### src/rtl/link_sync_pkg.sv
package link_sync_pkg;

  typedef enum logic {
    ST_LOST = 1'b0,
    ST_SYNC = 1'b1
  } syncState_t;

  typedef struct packed {
    logic acqInc;
    logic acqClr;
    logic errInc;
    logic errClr;
    logic thrLoad;
  } ctrlStrobes_t;

endpackage

### src/rtl/link_sync_dp.sv
module link_sync_dp
  import link_sync_pkg::*;
#(
  parameter int CNT_W = 8
) (
  input  logic             clk,
  input  logic             rst_n,
  input  ctrlStrobes_t     strb,
  input  logic [CNT_W-1:0] acqThresh,
  input  logic [CNT_W-1:0] lossThresh,
  output logic             acqHit,
  output logic             lossHit,
  output logic [CNT_W-1:0] acqCnt,
  output logic [CNT_W-1:0] errCnt,
  output logic [CNT_W-1:0] lossEff
);

  localparam logic [CNT_W-1:0] ALL_ONES = {CNT_W{1'b1}};
  localparam logic [CNT_W-1:0] ONE      = CNT_W'(1);

  logic [CNT_W-1:0] acqShadow;
  logic [CNT_W-1:0] lossShadow;
  logic [CNT_W-1:0] acqEff;
  logic [CNT_W:0]   acqNext;
  logic [CNT_W:0]   errNext;

  // Capture the programmed thresholds only while the link is out of sync
  always_ff @(posedge clk) begin
    if (!rst_n) begin
      acqShadow  <= ALL_ONES;
      lossShadow <= ALL_ONES;
    end else if (strb.thrLoad) begin
      acqShadow  <= acqThresh;
      lossShadow <= lossThresh;
    end
  end

  // A programmed zero behaves as a threshold of one
  assign acqEff  = (acqShadow  == '0) ? ONE : acqShadow;
  assign lossEff = (lossShadow == '0) ? ONE : lossShadow;

  assign acqNext = {1'b0, acqCnt} + 1'b1;
  assign errNext = {1'b0, errCnt} + 1'b1;
  assign acqHit  = (acqNext >= {1'b0, acqEff});
  assign lossHit = (errNext >= {1'b0, lossEff});

  always_ff @(posedge clk) begin
    if (!rst_n) begin
      acqCnt <= '0;
    end else if (strb.acqClr) begin
      acqCnt <= '0;
    end else if (strb.acqInc) begin
      acqCnt <= acqNext[CNT_W-1:0];
    end
  end

  always_ff @(posedge clk) begin
    if (!rst_n) begin
      errCnt <= '0;
    end else if (strb.errClr) begin
      errCnt <= '0;
    end else if (strb.errInc) begin
      errCnt <= errNext[CNT_W-1:0];
    end
  end


  thr_hold_chk: assert property (@(posedge clk) disable iff (!rst_n)
    !strb.thrLoad |=> ($stable(acqShadow) && $stable(lossShadow)));


  acq_no_wrap_chk: assert property (@(posedge clk) disable iff (!rst_n)
    strb.acqInc |-> (acqCnt != ALL_ONES));

endmodule

### src/rtl/link_sync_ctrl.sv
module link_sync_ctrl
  import link_sync_pkg::*;
(
  input  logic         clk,
  input  logic         rst_n,
  input  logic         grpValid,
  input  logic         syncGrp,
  input  logic         errGrp,
  input  logic         acqHit,
  input  logic         lossHit,
  output ctrlStrobes_t strb,
  output logic         syncStatus
);

  syncState_t state, stateNext;
  logic       goodSync;
  logic       badGrp;
  logic       goodGrp;

  // An error flag always wins over the sync flag
  assign badGrp   = grpValid && errGrp;
  assign goodSync = grpValid && syncGrp && !errGrp;
  assign goodGrp  = grpValid && !errGrp;

  always_comb begin
    stateNext = state;
    strb      = '0;
    unique case (state)
      ST_LOST: begin
        strb.thrLoad = 1'b1;
        if (badGrp) begin
          strb.acqClr = 1'b1;
        end else if (goodSync) begin
          if (acqHit) begin
            stateNext   = ST_SYNC;
            strb.acqClr = 1'b1;
            strb.errClr = 1'b1;
          end else begin
            strb.acqInc = 1'b1;
          end
        end
      end
      ST_SYNC: begin
        if (badGrp) begin
          if (lossHit) begin
            stateNext   = ST_LOST;
            strb.acqClr = 1'b1;
            strb.errClr = 1'b1;
          end else begin
            strb.errInc = 1'b1;
          end
        end else if (goodGrp) begin
          strb.errClr = 1'b1;
        end
      end
      default: stateNext = ST_LOST;
    endcase
  end

  always_ff @(posedge clk) begin
    if (!rst_n) begin
      state <= ST_LOST;
    end else begin
      state <= stateNext;
    end
  end

  assign syncStatus = (state == ST_SYNC);


  rise_cause_chk: assert property (@(posedge clk) disable iff (!rst_n)
    $rose(syncStatus) |-> $past(grpValid && syncGrp && !errGrp));


  fall_cause_chk: assert property (@(posedge clk) disable iff (!rst_n)
    $fell(syncStatus) |-> $past(grpValid && errGrp));


  idle_hold_chk: assert property (@(posedge clk) disable iff (!rst_n)
    !grpValid |=> $stable(syncStatus));

endmodule

### src/rtl/link_sync_monitor.sv
module link_sync_monitor
  import link_sync_pkg::*;
#(
  parameter int CNT_W = 8
) (
  input  logic             clk,
  input  logic             rst_n,
  input  logic             grpValid,
  input  logic             syncGrp,
  input  logic             errGrp,
  input  logic [CNT_W-1:0] acqThresh,
  input  logic [CNT_W-1:0] lossThresh,
  output logic             syncStatus
);

  ctrlStrobes_t     strb;
  logic             acqHit;
  logic             lossHit;
  logic [CNT_W-1:0] acqCnt;
  logic [CNT_W-1:0] errCnt;
  logic [CNT_W-1:0] lossEff;

  link_sync_ctrl u_ctrl (
    .clk       (clk),
    .rst_n     (rst_n),
    .grpValid  (grpValid),
    .syncGrp   (syncGrp),
    .errGrp    (errGrp),
    .acqHit    (acqHit),
    .lossHit   (lossHit),
    .strb      (strb),
    .syncStatus(syncStatus)
  );

  link_sync_dp #(.CNT_W(CNT_W)) u_dp (
    .clk       (clk),
    .rst_n     (rst_n),
    .strb      (strb),
    .acqThresh (acqThresh),
    .lossThresh(lossThresh),
    .acqHit    (acqHit),
    .lossHit   (lossHit),
    .acqCnt    (acqCnt),
    .errCnt    (errCnt),
    .lossEff   (lossEff)
  );


  good_clears_err_chk: assert property (@(posedge clk) disable iff (!rst_n)
    (syncStatus && grpValid && !errGrp) |=> (errCnt == '0));


  err_clears_acq_chk: assert property (@(posedge clk) disable iff (!rst_n)
    (!syncStatus && grpValid && errGrp) |=> (acqCnt == '0));


  err_bound_chk: assert property (@(posedge clk) disable iff (!rst_n)
    syncStatus |-> (errCnt < lossEff));


  loss_clears_chk: assert property (@(posedge clk) disable iff (!rst_n)
    $fell(syncStatus) |-> (acqCnt == '0 && errCnt == '0));


  reset_state_chk: assert property (@(posedge clk)
    !rst_n |=> (!syncStatus && acqCnt == '0 && errCnt == '0));

endmodule

### config.mk
export PLATFORM = sky130hd
export DESIGN_NAME = link_sync_monitor
export DESIGN_NICKNAME = d
export VERILOG_FILES = /design/src/rtl/link_sync_pkg.sv /design/src/rtl/link_sync_dp.sv /design/src/rtl/link_sync_ctrl.sv /design/src/rtl/link_sync_monitor.sv
export SDC_FILE = /design/constraint.sdc
export NUM_CORES = 1
export LEC_CHECK = 0
export CAP_MARGIN = 30
export CORE_MARGIN = 4
export CORE_UTILIZATION = 45
export CTS_CLUSTER_SIZE = 14
export DETAILED_ROUTE_END_ITERATION = 8
export DONT_BUFFER_PORTS = 1
export PLACE_DENSITY = 0.61
export SETUP_SLACK_MARGIN = 0.02
export SYNTH_ARGS = -nofsm -noshare
export SYNTH_HDL_FRONTEND = slang
export SYNTH_HIERARCHICAL = 1
export SYNTH_SLANG_ARGS = --single-unit
### constraint.sdc
create_clock -name clk -period 3 [get_ports clk]
set_clock_uncertainty 0.15 [all_clocks]
set_input_delay 0.6 -clock clk [delete_from_list [all_inputs] [get_ports clk]]
set_output_delay 0.6 -clock clk [all_outputs]
set_load 0.005 [all_outputs]
==> results_dict.tcl, run 1 <==
set metrics [dict create \
    outcome "complete, no violations" \
    io_buffers 0 \
    dpl.hpwl_mm 2.90 \
    layout_common_cells "31 x nand2_1, 29 x dfxtp_1, 23 x nor2_1" \
    synthesis.area_um2 1910 \
    critPathKind "reg -> reg" \
    hold_buffers 0 \
    dieArea_um2 5350 \
    cts_buffers 5 \
    endpoint_kind "flip-flop" \
    fmax_mhz 338 \
    setup_viol 0 \
    path_clk_slew_ns 0.07 \
    cts_tree "yes" \
    finalHoldViolCount 0 \
    power_density_nw_per_um2 368 \
    grt_remaining_overflow 0 \
    rsz0062_at_grt "yes" \
    first_iter_violations 100 \
    tightest_slew_ns 0.879 \
    wirelength_mm 3.97 \
    cts.sinks 33 \
    synth_cells 228 \
    grt_pass1_wl_mm 6.66 \
    crit_required_ns 3.03 \
    io_pins 22 \
    cts_root_buffer "clkbuf_8" \
    finalPower_uw 839 \
    ant_nets 0 \
    n_antenna_cell 0 \
    fin_util_pct 56.2 \
    syn-num-nets 267 \
    peakVddDrop_uv 262 \
    first_pass_iters 4 \
    period_share_pct 98.6 \
    cp-start-kind "flip-flop" \
    cp.arrival_ns 2.99 \
    cap_violations 0 \
    placedCellCount 282 \
    drcViolationCount 0 \
    layout.nets 281 \
    yosysWarnings 6 \
    wire_per_inst_um 13.6 \
    synthToLayoutAreaGrowth_pct 19.5 \
    period_needed_ns 2.96 \
    die_w_um 73.1 \
    stdcell_count 293 \
    vias 1558 \
    drive_gt1_share_pct 23.0 \
    initial_core_util_pct 47.0 \
    mostFrequentLayoutCell "nand2_1" \
    htreeDepth 2 \
    fillers 363 \
    antenna_found_initial 0 \
    syn_area_per_cell_um2 8.37 \
    grt_usage_pct 15.7 \
    viasPerCell 5.32 \
    rows 23 \
    design.core.area_um2 4060 \
    grt_max_degree 31 \
    p_leak_uw 0.00111 \
    slew-limit-headroom_pct 41.4 \
    crit_path_max_fanout 5 \
    die_h_um 73.1 \
    grt_pass1_vias 1544 \
    cts_max_path_buffers 2 \
    gp_congestion 0.776 \
    slew_violations 0 \
    clock_latency_ns 0.29 \
    holdCritPathClass "in -> reg" \
]
[path summary, 6_finish.rpt]
path | end | slack (ns) | start | cells after the start
hold reg to reg | u_dp/acqShadow[0] | 0.34 | u_dp/acqShadow[0] | 2
setup reg to reg | u_dp/acqCnt[3] | 0.04 | u_dp/acqCnt[0] | 14
setup / recovery | u_dp/acqCnt[3] | 0.04 | u_dp/acqCnt[0] | 14
hold / removal | u_dp/lossShadow[0] | 0.23 | rst_n | 1
[layout make-up]
type                            instances  area, um^2  share of cell area (%)
Clock buffer                            5        68.8                    3.02
Tap cell                               50        62.6                    2.74
Sequential cell                        33         673                    29.5
Inverter                               16        60.1                    2.63
Multi-Input combinational cell        166        1250                    54.8
Clock inverter                          3        16.3                   0.713
Timing Repair Buffer                   20         150                    6.58
[flip-flops by register name, summed over array words and instances (netlist names)]
signal	flops
u_dp/lossShadow	8
u_dp/acqShadow	8
u_dp/acqCnt	8
u_dp/errCnt	8
u_ctrl/syncStatus	1
[what timing repair did]
| item | 4_1_cts | 5_1_grt |
|---|---|---|
| pin swaps | 4 | 13 |
| setup buffers | 1 | 2 |
| resized for setup | 6 | 13 |
| setup endpoints to repair | 9 | 16 |
[routing by layer]
metal | track usage (%) | vias to the layer above | share of wire, %
li1 | - | 810 | -
met4 | 5.33 | 0 | 1.0
met3 | 5.10 | 5 | 6.1
met2 | 23.5 | 30 | 42
met5 | 0 | - | 0
met1 | 21.1 | 713 | 51
[where the power goes]
group / switching (uW) / total, uW / internal, uW
Sequential: 6.22 / 454 / 448
Combinational: 29.6 / 52.9 / 23.3
Clock: 171 / 332 / 161
Total: 207 / 839 / 632
[critical path, cell delays in order, from the launching register on]
cell and delay (ns):
dfxtp_4 0.38, ha_4 0.14, and3_4 0.19, nand3_2 0.07
xnor2_1 0.14, ha_1 0.34, a21oi_2 0.14, nand2_1 0.07
a221oi_2 0.25, o31ai_2 0.12, nor4_2 0.32, nand4_1 0.18
buf_4 0.17, xor2_1 0.14, nor2_1 0.05
[metrics by stage]
step	area (um^2)	TNS [ns]	setup slack (ns)	hold slack (ns)
floorplan	1980	-0.0653	-0.0653	0.294
finish	2280	0	0.0420	0.225
CTS	2220	0	0.0449	0.223
detailed placement	2090	-0.300	-0.146	0.325
global placement	2090	0	0.0100	0.318
global route	2280	-0.971	-0.159	0.232
No activity file was read; power rests on OpenSTA's default activity.
==> inputs of run 2 (changes only) <==
- PLACE_DENSITY: 0.61 -> 0.59
- clock period: 3 -> 2.75 ns (I/O delays scaled with it)
==> run 2 against run 1 <==
Compared with the run above:
- the run now ends with negative setup slack left
- non-clock buffer count increased by 9
- cell area increased by 7.2%
- global-route usage increased by 1.7 points
- sequential cell count unchanged
- critical path depth unchanged
- first-iteration DRC count decreased by 36%
- routed wire length increased by 6.9%
- core utilization increased by 4.1 points
- via count increased by 4.2%
==> results_dict.tcl, run 2 (synthesis gave the netlist of run 1 again) <==
set metrics [dict create \
    rows 23 \
    grt_usage_pct 17.4 \
    wire_per_inst_um 14.1 \
    critPathKind "reg -> reg" \
    period_needed_ns 2.90 \
    grt.met3_usage_pct 5.23 \
    dpl.hpwl_mm 3.24 \
    whs_ns 0.189 \
    cts_tree "yes" \
    multi_input_area_um2 1350 \
    endpoint_kind "flip-flop" \
    antenna_found_initial 0 \
    vias 1624 \
    n_antenna_cell 0 \
    r2r_slack_ns -0.15 \
    cts.sinks 33 \
    stdcell_count 302 \
    slew_violations 0 \
    wirelength_mm 4.25 \
    cts_buffers 5 \
    placedCellCount 290 \
    layout_common_cells "29 x buf_4, 28 x dfxtp_1, 27 x nand2_1" \
    setup_viol 16 \
    grt_remaining_overflow 0 \
    hold_buffers 0 \
    crit_path_max_fanout 6 \
    io_buffers 0 \
    io_pins 22 \
    viasPerCell 5.38 \
    grt_pass1_wl_mm 7.36 \
    period_share_pct 105 \
    worstRegToRegCells 14 \
    met2_usage_pct 26.8 \
    cp.arrival_ns 2.97 \
    fillers 340 \
    slew-limit-headroom_pct 44.8 \
    busiest_layer "met2" \
    initial_core_util_pct 47.0 \
    cp-start-kind "flip-flop" \
    p_leak_uw 0.00119 \
    layout.nets 290 \
    peakVddDrop_uv 153 \
    ant_nets 0 \
    grt_use_met1_pct 23.2 \
    ff_latch_area_um2 674 \
    tns_ns -1.38 \
    finalHoldViolCount 0 \
    clock_latency_ns 0.28 \
    synthToLayoutAreaGrowth_pct 28.2 \
    first_pass_iters 4 \
    path_clk_slew_ns 0.07 \
    fmax_mhz 345 \
    cts_max_path_buffers 2 \
    crit_required_ns 2.82 \
    design.core.area_um2 4060 \
    gp_congestion 0.893 \
    grt_pass1_vias 1661 \
    tightest_slew_ns 0.828 \
    violations "negative setup slack" \
    holdCritPathClass "in -> reg" \
    outcome "complete, but fails checks" \
    finalPower_uw 914 \
    holdPathStages 1 \
    drcViolationCount 0 \
    preCtsSetupSlack_ns -0.362 \
    first_iter_violations 64 \
    fin_ws_ns -0.151 \
    dieArea_um2 5350 \
    htreeDepth 2 \
    cts_root_buffer "clkbuf_8" \
    power_density_nw_per_um2 374 \
    die_w_um 73.1 \
    mostFrequentLayoutCell "buf_4" \
    drive_gt1_share_pct 31.7 \
    cap_violations 0 \
    rsz0062_at_grt "yes" \
    die_h_um 73.1 \
    grt_max_degree 31 \
]
run 2: cell count changes in the layout (fill, tap and decap cells not counted), moves of 2 or more:
cell,previous run,this run
buf_4,20,29
nand2_1,31,27
nand2_2,0,3
nand3_1,5,3
nand3_4,0,2
o21ai_0,4,2
o21ai_2,0,2
run 2: through the flow:
step	instance area [um^2]	utilization [%]
final	2450	60.3
after global routing	2450	60.3
after CTS	2350	57.9
after detailed placement	2180	53.8
after global placement	2180	53.8
after floorplan	2020	-
run 2: layer usage:
layer	share of wire (%)	wire length (um)	vias up
met3	7.5	317	9
met2	44	1870	42
met5	0	0	-
met1	47	1990	746
li1	-	-	827
met4	1.8	75	0
run 2: repair_timing:
item                       CTS  global route
gates cloned                 0             0
gates resized for setup     15            18
pin swaps                   13            17
setup buffers                3             1
setup endpoints to repair   16            17
run 2: layout make-up:
cell class	instances	share of cell area, %
Clock buffer	5	2.81
Inverter	16	2.46
Clock inverter	3	0.665
Multi-Input combinational cell	166	55.0
Sequential cell	33	27.6
Tap cell	50	2.56
Timing Repair Buffer	29	8.90
run 2: worst paths after layout:
| kind | start | endpoint |
|---|---|---|
| setup reg to reg | u_dp/acqCnt[1] | u_dp/acqCnt[5] |
| hold reg to reg | u_dp/acqShadow[0] | u_dp/acqShadow[0] |
| hold / removal | rst_n | u_dp/acqShadow[0] |
| setup / recovery | u_dp/acqCnt[1] | u_dp/acqCnt[5] |
run 2: where the power goes:
group          leakage, uW  internal, uW  switching (uW)
sequential        0.000274           489            6.73
clock            0.0000482           175             179
combinational     0.000866          27.7            36.6
run 2: critical path, stage by stage (launching register included):
cell and delay (ns):
dfxtp_4 0.37, ha_4 0.13, and3_4 0.20, nand3_4 0.08
xnor2_2 0.20, ha_4 0.24, a21oi_2 0.12, nand2_1 0.08
a221oi_2 0.28, o31ai_2 0.13, nor4_2 0.27, buf_4 0.24
nand4_1 0.11, xor2_1 0.15, nor2_1 0.09
